File: src/rtl/mgmt_pkg.sv
package mgmt_pkg;
  typedef enum logic [2:0] {
    ST_PRE,
    ST_SOF,
    ST_OPC,
    ST_PHY,
    ST_REG,
    ST_TA,
    ST_DAT
  } mf_state_e;

  localparam logic [1:0] OP_RD = 2'b10;
  localparam logic [1:0] OP_WR = 2'b01;
endpackage

File: src/rtl/mgmt_sync_edge.sv
module mgmt_sync_edge #(
  parameter int STAGES = 2
) (
  input  logic clk,
  input  logic rst_n,
  input  logic mdc_i,
  input  logic mdio_i,
  output logic mdc_rise,
  output logic mdc_fall,
  output logic mdio_bit
);
  logic [STAGES-1:0] mdc_sh_q;
  logic [STAGES-1:0] dio_sh_q;
  logic              mdc_prev_q;

  generate
    if (STAGES == 1) begin : g_one
      always_ff @(posedge clk or negedge rst_n) begin
        if (!rst_n) begin
          mdc_sh_q <= '0;
          dio_sh_q <= '0;
        end else begin
          mdc_sh_q <= mdc_i;
          dio_sh_q <= mdio_i;
        end
      end
    end else begin : g_many
      always_ff @(posedge clk or negedge rst_n) begin
        if (!rst_n) begin
          mdc_sh_q <= '0;
          dio_sh_q <= '0;
        end else begin
          mdc_sh_q <= {mdc_sh_q[STAGES-2:0], mdc_i};
          dio_sh_q <= {dio_sh_q[STAGES-2:0], mdio_i};
        end
      end
    end
  endgenerate

  always_ff @(posedge clk or negedge rst_n) begin
    if (!rst_n) mdc_prev_q <= 1'b0;
    else        mdc_prev_q <= mdc_sh_q[STAGES-1];
  end

  assign mdc_rise = mdc_sh_q[STAGES-1] & ~mdc_prev_q;
  assign mdc_fall = ~mdc_sh_q[STAGES-1] & mdc_prev_q;
  assign mdio_bit = dio_sh_q[STAGES-1];

  a_r10_edges_exclusive: assert property (@(posedge clk) disable iff (!rst_n)
    $onehot0({mdc_rise, mdc_fall}));
endmodule

File: src/rtl/mgmt_phy_regs.sv
module mgmt_phy_regs #(
  parameter int          DW          = 16,
  parameter int          NREG        = 32,
  parameter int          STATUS_IDX  = 1,
  parameter logic [15:0] STATUS_WORD = 16'h782C,
  localparam int         AW          = $clog2(NREG)
) (
  input  logic          clk,
  input  logic          rst_n,
  input  logic          wr_en,
  input  logic [AW-1:0] wr_idx,
  input  logic [DW-1:0] wr_data,
  input  logic [AW-1:0] rd_idx,
  output logic [DW-1:0] rd_data
);
  logic [DW-1:0] words [NREG];

  generate
    for (genvar i = 0; i < NREG; i++) begin : g_word
      if (i == STATUS_IDX) begin : g_const
        assign words[i] = DW'(STATUS_WORD);
      end else begin : g_store
        logic [DW-1:0] q;
        logic          en;
        assign en = wr_en && (wr_idx == AW'(i));
        always_ff @(posedge clk or negedge rst_n) begin
          if (!rst_n)  q <= '0;
          else if (en) q <= wr_data;
        end
        assign words[i] = q;
      end
    end
  endgenerate

  assign rd_data = words[rd_idx];
endmodule

File: src/rtl/mgmt_frame_dec.sv
module mgmt_frame_dec
  import mgmt_pkg::*;
#(
  parameter int DW       = 16,
  parameter int AW       = 5,
  parameter int PRE_MIN  = 32,
  parameter int PHY_ADDR = 1
) (
  input  logic          clk,
  input  logic          rst_n,
  input  logic          mdc_rise,
  input  logic          mdc_fall,
  input  logic          mdio_bit,
  input  logic [DW-1:0] rd_data,
  output logic [AW-1:0] rd_idx,
  output logic          wr_en,
  output logic [AW-1:0] wr_idx,
  output logic [DW-1:0] wr_data,
  output logic          mdio_o,
  output logic          mdio_oe
);
  localparam int CNT_MAX = (PRE_MIN > DW) ? PRE_MIN : DW;
  localparam int CW      = $clog2(CNT_MAX + 1);

  mf_state_e     state_q, state_d;
  logic [CW-1:0] cnt_q, cnt_d;
  logic [1:0]    op_q, op_d;
  logic [AW-1:0] phy_q, phy_d;
  logic [AW-1:0] reg_q, reg_d;
  logic [DW-1:0] sh_q, sh_d;
  logic          out_q, out_d;
  logic          oe_q, oe_d;
  logic          hit;
  logic [DW-1:0] rd_word;

  assign hit     = (phy_q == AW'(PHY_ADDR));
  assign rd_word = hit ? rd_data : '1;
  assign rd_idx  = reg_q;
  assign wr_idx  = reg_q;
  assign wr_data = {sh_q[DW-2:0], mdio_bit};

  always_comb begin
    state_d = state_q;
    cnt_d   = cnt_q;
    op_d    = op_q;
    phy_d   = phy_q;
    reg_d   = reg_q;
    sh_d    = sh_q;
    out_d   = out_q;
    oe_d    = oe_q;
    wr_en   = 1'b0;
    unique case (state_q)
      ST_PRE: if (mdc_rise) begin
        if (cnt_q >= CW'(PRE_MIN) && !mdio_bit) begin
          state_d = ST_SOF;
          cnt_d   = '0;
        end else if (cnt_q < CW'(CNT_MAX)) begin
          cnt_d = cnt_q + 1'b1;
        end
      end
      ST_SOF: if (mdc_rise) begin
        state_d = ST_OPC;
        cnt_d   = '0;
      end
      ST_OPC: if (mdc_rise) begin
        op_d  = {op_q[0], mdio_bit};
        cnt_d = cnt_q + 1'b1;
        if (cnt_q == CW'(1)) begin
          state_d = ST_PHY;
          cnt_d   = '0;
        end
      end
      ST_PHY: if (mdc_rise) begin
        phy_d = {phy_q[AW-2:0], mdio_bit};
        cnt_d = cnt_q + 1'b1;
        if (cnt_q == CW'(AW - 1)) begin
          state_d = ST_REG;
          cnt_d   = '0;
        end
      end
      ST_REG: if (mdc_rise) begin
        reg_d = {reg_q[AW-2:0], mdio_bit};
        cnt_d = cnt_q + 1'b1;
        if (cnt_q == CW'(AW - 1)) begin
          state_d = ST_TA;
          cnt_d   = '0;
        end
      end
      ST_TA: if (mdc_rise) begin
        cnt_d = cnt_q + 1'b1;
        if (cnt_q == CW'(1)) begin
          state_d = ST_DAT;
          cnt_d   = '0;
          if (op_q == OP_RD) begin
            oe_d  = 1'b1;
            sh_d  = rd_word;
            out_d = rd_word[DW-1];
          end
        end
      end
      ST_DAT: begin
        if (mdc_fall && oe_q) begin
          out_d = sh_q[DW-1];
          sh_d  = {sh_q[DW-2:0], 1'b0};
        end
        if (mdc_rise) begin
          if (!oe_q) sh_d = wr_data;
          cnt_d = cnt_q + 1'b1;
          if (cnt_q == CW'(DW - 1)) begin
            state_d = ST_PRE;
            cnt_d   = '0;
            oe_d    = 1'b0;
            wr_en   = (op_q == OP_WR) && hit;
          end
        end
      end
      default: state_d = ST_PRE;
    endcase
  end

  always_ff @(posedge clk or negedge rst_n) begin
    if (!rst_n) begin
      state_q <= ST_PRE;
      cnt_q   <= '0;
      op_q    <= '0;
      phy_q   <= '0;
      reg_q   <= '0;
      sh_q    <= '0;
      out_q   <= 1'b0;
      oe_q    <= 1'b0;
    end else begin
      state_q <= state_d;
      cnt_q   <= cnt_d;
      op_q    <= op_d;
      phy_q   <= phy_d;
      reg_q   <= reg_d;
      sh_q    <= sh_d;
      out_q   <= out_d;
      oe_q    <= oe_d;
    end
  end

  assign mdio_o  = out_q;
  assign mdio_oe = oe_q;

  a_r9_oe_moves_on_rise: assert property (@(posedge clk) disable iff (!rst_n)
    !mdc_rise |=> $stable(oe_q));
  a_r9_oe_starts_after_ta: assert property (@(posedge clk) disable iff (!rst_n)
    $rose(oe_q) |-> $past(state_q) == ST_TA);
  a_r10_out_moves_on_edge: assert property (@(posedge clk) disable iff (!rst_n)
    (!mdc_rise && !mdc_fall) |=> $stable(out_q));
  a_r8_drive_only_read: assert property (@(posedge clk) disable iff (!rst_n)
    oe_q |-> op_q == OP_RD);
endmodule

File: src/rtl/mgmt_phy_target.sv
module mgmt_phy_target #(
  parameter int          PHY_ADDR    = 1,
  parameter int          NREG        = 32,
  parameter int          DW          = 16,
  parameter int          PRE_MIN     = 32,
  parameter int          SYNC_STAGES = 2,
  parameter logic [15:0] STATUS_WORD = 16'h782C
) (
  input  logic clk,
  input  logic rst_n,
  input  logic mdc_i,
  input  logic mdio_i,
  output logic mdio_o,
  output logic mdio_oe
);
  localparam int AW = $clog2(NREG);

  logic          mdc_rise, mdc_fall, mdio_bit;
  logic          wr_en;
  logic [AW-1:0] wr_idx, rd_idx;
  logic [DW-1:0] wr_data, rd_data;

  mgmt_sync_edge #(.STAGES(SYNC_STAGES)) u_sync (
    .clk      (clk),
    .rst_n    (rst_n),
    .mdc_i    (mdc_i),
    .mdio_i   (mdio_i),
    .mdc_rise (mdc_rise),
    .mdc_fall (mdc_fall),
    .mdio_bit (mdio_bit)
  );

  mgmt_frame_dec #(
    .DW(DW), .AW(AW), .PRE_MIN(PRE_MIN), .PHY_ADDR(PHY_ADDR)
  ) u_dec (
    .clk      (clk),
    .rst_n    (rst_n),
    .mdc_rise (mdc_rise),
    .mdc_fall (mdc_fall),
    .mdio_bit (mdio_bit),
    .rd_data  (rd_data),
    .rd_idx   (rd_idx),
    .wr_en    (wr_en),
    .wr_idx   (wr_idx),
    .wr_data  (wr_data),
    .mdio_o   (mdio_o),
    .mdio_oe  (mdio_oe)
  );

  mgmt_phy_regs #(
    .DW(DW), .NREG(NREG), .STATUS_IDX(1), .STATUS_WORD(STATUS_WORD)
  ) u_regs (
    .clk     (clk),
    .rst_n   (rst_n),
    .wr_en   (wr_en),
    .wr_idx  (wr_idx),
    .wr_data (wr_data),
    .rd_idx  (rd_idx),
    .rd_data (rd_data)
  );

  a_r6_commit_on_rise: assert property (@(posedge clk) disable iff (!rst_n)
    wr_en |-> mdc_rise);
  a_r9_no_drive_during_commit: assert property (@(posedge clk) disable iff (!rst_n)
    wr_en |-> !mdio_oe);
endmodule

File: config.mk
export PLATFORM = sky130hd
export DESIGN_NAME = mgmt_phy_target
export DESIGN_NICKNAME = d
export VERILOG_FILES = /design/src/rtl/mgmt_pkg.sv /design/src/rtl/mgmt_sync_edge.sv /design/src/rtl/mgmt_phy_regs.sv /design/src/rtl/mgmt_frame_dec.sv /design/src/rtl/mgmt_phy_target.sv
export SDC_FILE = /design/constraint.sdc
export NUM_CORES = 1
export LEC_CHECK = 0
export ABC_AREA = 1
export BUFFER_PORTS_ARGS = -buffer_cell sky130_fd_sc_hd__buf_2
export CAP_MARGIN = 20
export CORE_ASPECT_RATIO = 1.5
export CORE_MARGIN = 2
export CORE_UTILIZATION = 60
export DETAILED_ROUTE_END_ITERATION = 8
export PLACE_DENSITY = 0.77
export SYNTH_ARGS = -nofsm -noshare
export SYNTH_HDL_FRONTEND = slang
export SYNTH_SLANG_ARGS = --single-unit
File: constraint.sdc
create_clock -name clk -period 2.7 [get_ports clk]
set_clock_uncertainty 0.15 [all_clocks]
set_input_delay 0.135 -clock clk [delete_from_list [all_inputs] [get_ports clk]]
set_output_delay 0.135 -clock clk [all_outputs]
set_load 0.005 [all_outputs]
==> results.py, run 1 <==
metrics = {
    "power_and_ir_drop": {
        "total_power_mw": 20.1,
        "power_frac_clock_pct": 39.3,
        "switching_share_pct": 30.9,
        "p_leak_nw": 15.1,
        "power_density_mw_per_mm2": 703,
        "p_seq_share_pct": 42.3,
        "p_sw_mw": 6.21,
        "p_comb_share_pct": 18.4,
        "peakVddDrop_mv": 0.687,
        "intPower_mw": 13.9,
    },
    "synthesis": {
        "synth_nets": 3487,
        "synth_top_family_by_area": "simple AND/OR/NAND/NOR gates",
        "async_flop_share_pct": 100,
        "synth_compound_area_share_pct": 11.7,
        "synthXorXnorAreaFrac_pct": 0.101,
        "ys_seq_area_share_pct": 52.0,
        "ys_types": 34,
        "syn_inst": 3480,
        "synth-seq-cells": 540,
        "ys.warnings.count": 0,
        "synth_ff_type": "dfrtp_1",
        "syn_area_per_cell_um2": 7.47,
        "muxShareOfSynthArea_pct": 0,
        "synthAdderAreaFrac_pct": 0.144,
        "synth-edff-count": 0,
        "yosys.area_share.simple_pct": 28.8,
        "syn-cell-area_mm2": 0.0260,
    },
    "critical_path": {
        "path_buf_inv": 0,
        "crit_type": "flop to flop",
        "cp_slowest_cell": "nand2_2",
        "endpoint_kind": "flop",
        "required_ns": 2.99,
        "crit_arrival_ns": 2.99,
        "path_cells": "ha_1, nand2_1, nor2_1, nand2_1, nor3_2, nand2_2, nor2_4, nand2_2, nand2_1, o21ai_0",
        "path_delay_family": "simple AND/OR/NAND/NOR gates",
        "cp_max_fo": 32,
        "critPathMaxStageDelay_ns": 0.47,
        "crit_top_cell": "nand2_1",
        "start_kind": "flop",
    },
    "grt": {
        "grt_pass1_vias": 22201,
        "grt-ovfl-total": 0,
        "track_usage_pct": 33.1,
        "antenna_found_initial": 0,
        "grt_max_degree": 100,
        "grt_pass1_wl_mm": 119,
    },
    "floorplan": {
        "die_h_um": 259,
        "pin_count": 6,
        "rows": 93,
        "die_area_mm2": 0.0450,
        "core_mm2": 0.0428,
        "fp.dieW_um": 174,
        "start_util_pct": 60.7,
    },
    "detailed_routing": {
        "wl_mm": 73.3,
        "route.vias.total": 22900,
        "drc_errors": 0,
        "antenna_left": 0,
        "vias_per_cell": 5.74,
        "dr.pass1.iters": 5,
        "drtIter0Drc": 2465,
        "drt-wirelength-per-cell_um": 18.4,
    },
    "timing": {
        "worstMarginPinSlew_ns": 1.02,
        "slew_headroom_pct": 31.8,
        "layout_setup_ws_ns": -0.00767,
        "setup_tns_ns": -0.00767,
        "holdWs_ns": 0.0330,
        "drv_slew": 0,
        "post-route-min-period_ns": 2.71,
        "hold_viol": 0,
        "rsz0062_at_grt": "yes",
        "period_share_pct": 100,
        "setup_viol": 1,
        "max_freq_mhz": 369,
    },
    "cells_and_area": {
        "synthToLayoutAreaGrowth_pct": 9.96,
        "diodes": 0,
        "mostFrequentLayoutCells": "nand2_1 (1,604), dfrtp_1 (538), o21ai_0 (324)",
        "final_common_cell": "nand2_1",
        "finalNetCount": 3387,
        "fillers": 3629,
        "final_util_pct": 66.7,
        "drive_gt1_share_pct": 6.64,
    },
    "clocking": {
        "cts_resized": 0,
        "cts_buffers": 51,
        "clk-insertion-delay-late_ns": 0.59,
        "cts-htree-levels": 2,
        "cts_setup_buffers": 0,
        "cts.sinks": 540,
        "cts-root-buf": "clkbuf_16",
        "clockBufferDepth": 3,
        "cts_tree": "yes",
        "cts.reportedPaths.clkPinSlew_ns": 0.07,
    },
    "status": {
        "outcome": "finished with violations",
        "violations": "negative setup slack",
    },
    "place": {
        "gp_congestion": 0.907,
        "hpwl_mm": 46.0,
        "port_buffers": 5,
        "dp_slack_ns": 0.0708,
    },
    "worst_hold_path": {
        "hold_path.class": "primary input to async pin",
    },
    "run": {
        "drv_cap": 0,
    },
}
[sequential cells by signal (all words and copies together), names as in the netlist, 2 cells and up]
name                     cells
u_dec.sh_q                  16
u_regs.g_word.g_store.q    496
u_dec.op_q                   2
u_dec.cnt_q                  6
u_dec.state_q                3
u_sync.dio_sh_q              2
u_dec.rd_idx                 5
u_dec.phy_q                  5
u_sync.mdc_sh_q              2
[power by group through the flow]
stage	Clock (mW)	Sequential, mW	Combinational (mW)
after floorplan	0	8.58	1.89
after global placement	0	8.62	3.52
after detailed placement	0	8.64	3.59
after CTS	7.96	8.49	3.60
after global routing	8.29	8.52	3.91
final	7.91	8.50	3.69
[Yosys cell counts (7+ instances only)]
cell,instances,share of area (%)
o21ai_0,324,6.2
nand3_1,121,2.3
buf_1,15,0.22
a22oi_1,10,0.29
nand4_1,7,0.17
nand2_2,12,0.29
o21ai_1,204,3.9
nand2_4,10,0.43
inv_2,9,0.13
nor2_1,110,1.6
buf_2,96,1.8
nand2_1,1604,23
nor2_4,11,0.48
inv_1,191,2.8
buf_4,19,0.55
a21oi_1,55,1.1
clkbuf_1,113,1.6
dfrtp_1,540,52
[final timing paths]
check	from	to	slack [ns]	cells past startpoint
max	u_dec.cnt_q[0]$_DFFE_PN0P_	u_regs.g_word[11].g_store.q[12]$_DFFE_PN0P_	-0.008	10
min	rst_n	u_regs.g_word[5].g_store.q[8]$_DFFE_PN0P_	0.03	2
max reg2reg	u_dec.cnt_q[0]$_DFFE_PN0P_	u_regs.g_word[11].g_store.q[12]$_DFFE_PN0P_	-0.008	10
min reg2reg	u_sync.dio_sh_q[0]$_DFF_PN0_	u_sync.dio_sh_q[1]$_DFF_PN0_	0.22	0
max in group asynchronous	rst_n	u_regs.g_word[16].g_store.q[4]$_DFFE_PN0P_	1.51	3
min in group clk	mdio_i	u_sync.dio_sh_q[0]$_DFF_PN0_	0.05	2
[per-stage QoR]
step | instance area [um2] | std cells
after floorplan | 26000 | 3480
after global placement | 26700 | 3894
after detailed placement | 26700 | 3894
after CTS | 28600 | 3988
after global routing | 28600 | 3988
final | 28600 | 3988
[cell families after synthesis]
logic type	count (synthesis)
AND/OR/NAND/NOR	1886
AO/OA/AOI/OAI	599
flip-flops	540
buffers and inverters	449
XOR/XNOR	3
adder cells (fa/ha/maj)	3
[cell type report]
type | count | area (um2) | area share, %
clock buffers | 73 | 1520 | 5.32
clock inverters | 18 | 335 | 1.17
inverters | 203 | 768 | 2.69
multi-input cells | 2491 | 10600 | 37.0
flip-flops and latches | 540 | 13500 | 47.3
well taps | 570 | 713 | 2.50
repair buffers | 93 | 1130 | 3.95
[per-layer routing]
| metal | track usage [%] | vias up | routed length (um) |
|---|---|---|---|
| li1 | - | 10662 | - |
| met5 | 0 | - | 0 |
| met1 | 42.3 | 11031 | 28600 |
| met3 | 4.81 | 203 | 5790 |
| met4 | 16.5 | 0 | 3800 |
| met2 | 55.4 | 1004 | 35000 |
[what timing repair did]
| item | 4_1_cts | 5_1_grt |
|---|---|---|
| hold buffers | 3 | 0 |
| hold endpoints to repair | 337 | 0 |
| setup endpoints to repair | 0 | 133 |
(Power assumes the default switching activity.)
==> run 2: changes to the inputs <==
Clock period 2.7 ns to 3 ns, I/O delays scaled along.
==> run 2 against run 1 <==
Compared with the run above:
- clock power down 13%
- via count is 0.36% lower
- largest power group unchanged
- largest cell class unchanged
- highest routed layer unchanged
- the run now ends clean
- die area unchanged
- non-clock buffer count grew 6
- power decreased by 12%
==> results.py, run 2 (same netlist as run 1, synthesis figures left out) <==
metrics = {
    "critical_path": {
        "start_kind": "flop",
        "crit_arrival_ns": 3.19,
        "crit_type": "flop to flop",
        "cp_max_fo": 52,
        "reg2reg_slack_ns": 0.12,
        "endpoint_kind": "flop",
        "required_ns": 3.31,
    },
    "clocking": {
        "cts.reportedPaths.clkPinSlew_ns": 0.07,
        "cts_setup_buffers": 0,
        "clockBufferDepth": 3,
        "cts_resized": 0,
        "cts_hold_buf": 3,
        "clk-insertion-delay-late_ns": 0.58,
        "cts_buffers": 52,
        "cts_tree": "yes",
        "cts-root-buf": "clkbuf_16",
        "cts-htree-levels": 2,
        "cts.sinks": 540,
    },
    "cells_and_area": {
        "fillers": 3662,
        "mostFrequentLayoutCells": "nand2_1 (1,604), dfrtp_1 (538), o21ai_0 (324)",
        "drive_gt1_share_pct": 6.66,
        "diodes": 0,
        "final_common_cell": "nand2_1",
        "final_cells": 3995,
        "finalNetCount": 3394,
        "synthToLayoutAreaGrowth_pct": 9.03,
        "largestRegisters": "u_regs.g_word.g_store.q x496, u_dec.sh_q x16, u_dec.cnt_q x6",
        "regMostFlops": "u_regs.g_word.g_store.q",
        "largest_reg_flops": 496,
    },
    "timing": {
        "max_freq_mhz": 347,
        "setup_viol": 0,
        "setup_tns_ns": 0,
        "post-route-min-period_ns": 2.88,
        "period_share_pct": 95.9,
        "rsz0062_at_grt": "no",
        "worstMarginPinSlew_ns": 1.08,
        "hold_viol": 0,
        "drv_slew": 0,
        "slew_headroom_pct": 28.2,
    },
    "detailed_routing": {
        "vias_per_cell": 5.71,
        "drtIter0Drc": 2356,
        "wl_mm": 74.6,
        "drc_errors": 0,
        "route.vias.total": 22818,
        "dr.pass1.iters": 6,
        "drt-wirelength-per-cell_um": 18.7,
        "antenna_left": 0,
    },
    "power_and_ir_drop": {
        "total_power_mw": 17.7,
        "peakVddDrop_mv": 0.906,
        "power_density_mw_per_mm2": 626,
        "p_leak_nw": 15.0,
    },
    "floorplan": {
        "fp.dieW_um": 174,
        "core_mm2": 0.0428,
        "pin_count": 6,
        "die_h_um": 259,
        "start_util_pct": 60.7,
        "die_area_mm2": 0.0450,
        "rows": 93,
    },
    "run": {
        "drv_cap": 0,
    },
    "grt": {
        "grt_max_degree": 90,
        "antenna_found_initial": 0,
        "track_usage_pct": 33.9,
        "grt_pass1_wl_mm": 120,
        "grt_pass1_vias": 22195,
        "grt-ovfl-total": 0,
    },
    "place": {
        "gp_congestion": 0.910,
        "hpwl_mm": 46.8,
        "port_buffers": 5,
        "dp.cells": 3900,
    },
    "status": {
        "outcome": "finished clean",
    },
    "worst_hold_path": {
        "hold_path.class": "primary input to async pin",
    },
}
## run 2: cell types whose count changed in the layout (fill, tap and decap cells not counted), sizes merged
cell / change
buf: +6
clkbuf: +6
bufinv: -3
clkinvlp: -1
inv: -1
## run 2: final cells by class
cell class	instances	area [um2]	area share [%]
sequential	540	13500	47.7
multi-input combinational	2491	10600	37.3
clock buffer	79	1550	5.49
timing repair buffer	99	961	3.39
inverter	203	768	2.71
tap	570	713	2.52
clock inverter	13	229	0.808
## run 2: stage by stage
stage          hold slack [ns]  cell area (um2)  setup WS [ns]  utilization (%)
6_report                0.0747            28300          0.122             66.1
5_1_grt                 0.0832            28300         0.0494             66.1
4_1_cts                 0.0674            28300          0.223             66.1
3_5_place_dp            0.0977            26500          0.240             61.9
3_3_place_gp            0.0913            26500          0.217             61.9
2_1_floorplan           -0.296            26000          0.977                -
## run 2: report_power, final
group / switching (mW) / total [mW] / internal, mW
Clock: 2.79 / 6.86 / 4.07
Sequential: 0.170 / 7.65 / 7.48
Combinational: 2.59 / 3.23 / 0.639
Total: 5.55 / 17.7 / 12.2
## run 2: critical path: stages (launching register included)
cell and delay (ns):
dfrtp_4 0.70, clkinv_2 0.18, buf_12 0.25, buf_4 0.23, nand2_1 0.08, nand2_1 0.06, nand2_1 0.12, nand2_1 0.10
o21ai_0 0.55, nand3_1 0.13, nand2_1 0.09, a21oi_1 0.07
## run 2: routing by layer
layer	share of wire (%)	vias to the layer above	global-route usage [%]
li1	-	10682	-
met3	7.7	244	5.24
met5	0	-	0
met2	47	1038	55.6
met4	6.1	0	19.0
met1	39	10854	43.2
## run 2: worst paths after layout
check                                             start                                         end  cells after the start
min in group clk                                  mdc_i                u_sync.mdc_sh_q[0]$_DFF_PN0_                      2
max in group asynchronous                         rst_n  u_regs.g_word[18].g_store.q[3]$_DFFE_PN0P_                      4
max                         u_dec.rd_idx[1]$_DFFE_PN0P_                   u_dec.sh_q[5]$_DFFE_PN0P_                     11
min reg2reg                u_sync.mdc_sh_q[0]$_DFF_PN0_                u_sync.mdc_sh_q[1]$_DFF_PN0_                      0
min                                               rst_n   u_regs.g_word[6].g_store.q[2]$_DFFE_PN0P_                      2
max reg2reg                 u_dec.rd_idx[1]$_DFFE_PN0P_                   u_dec.sh_q[5]$_DFFE_PN0P_                     11
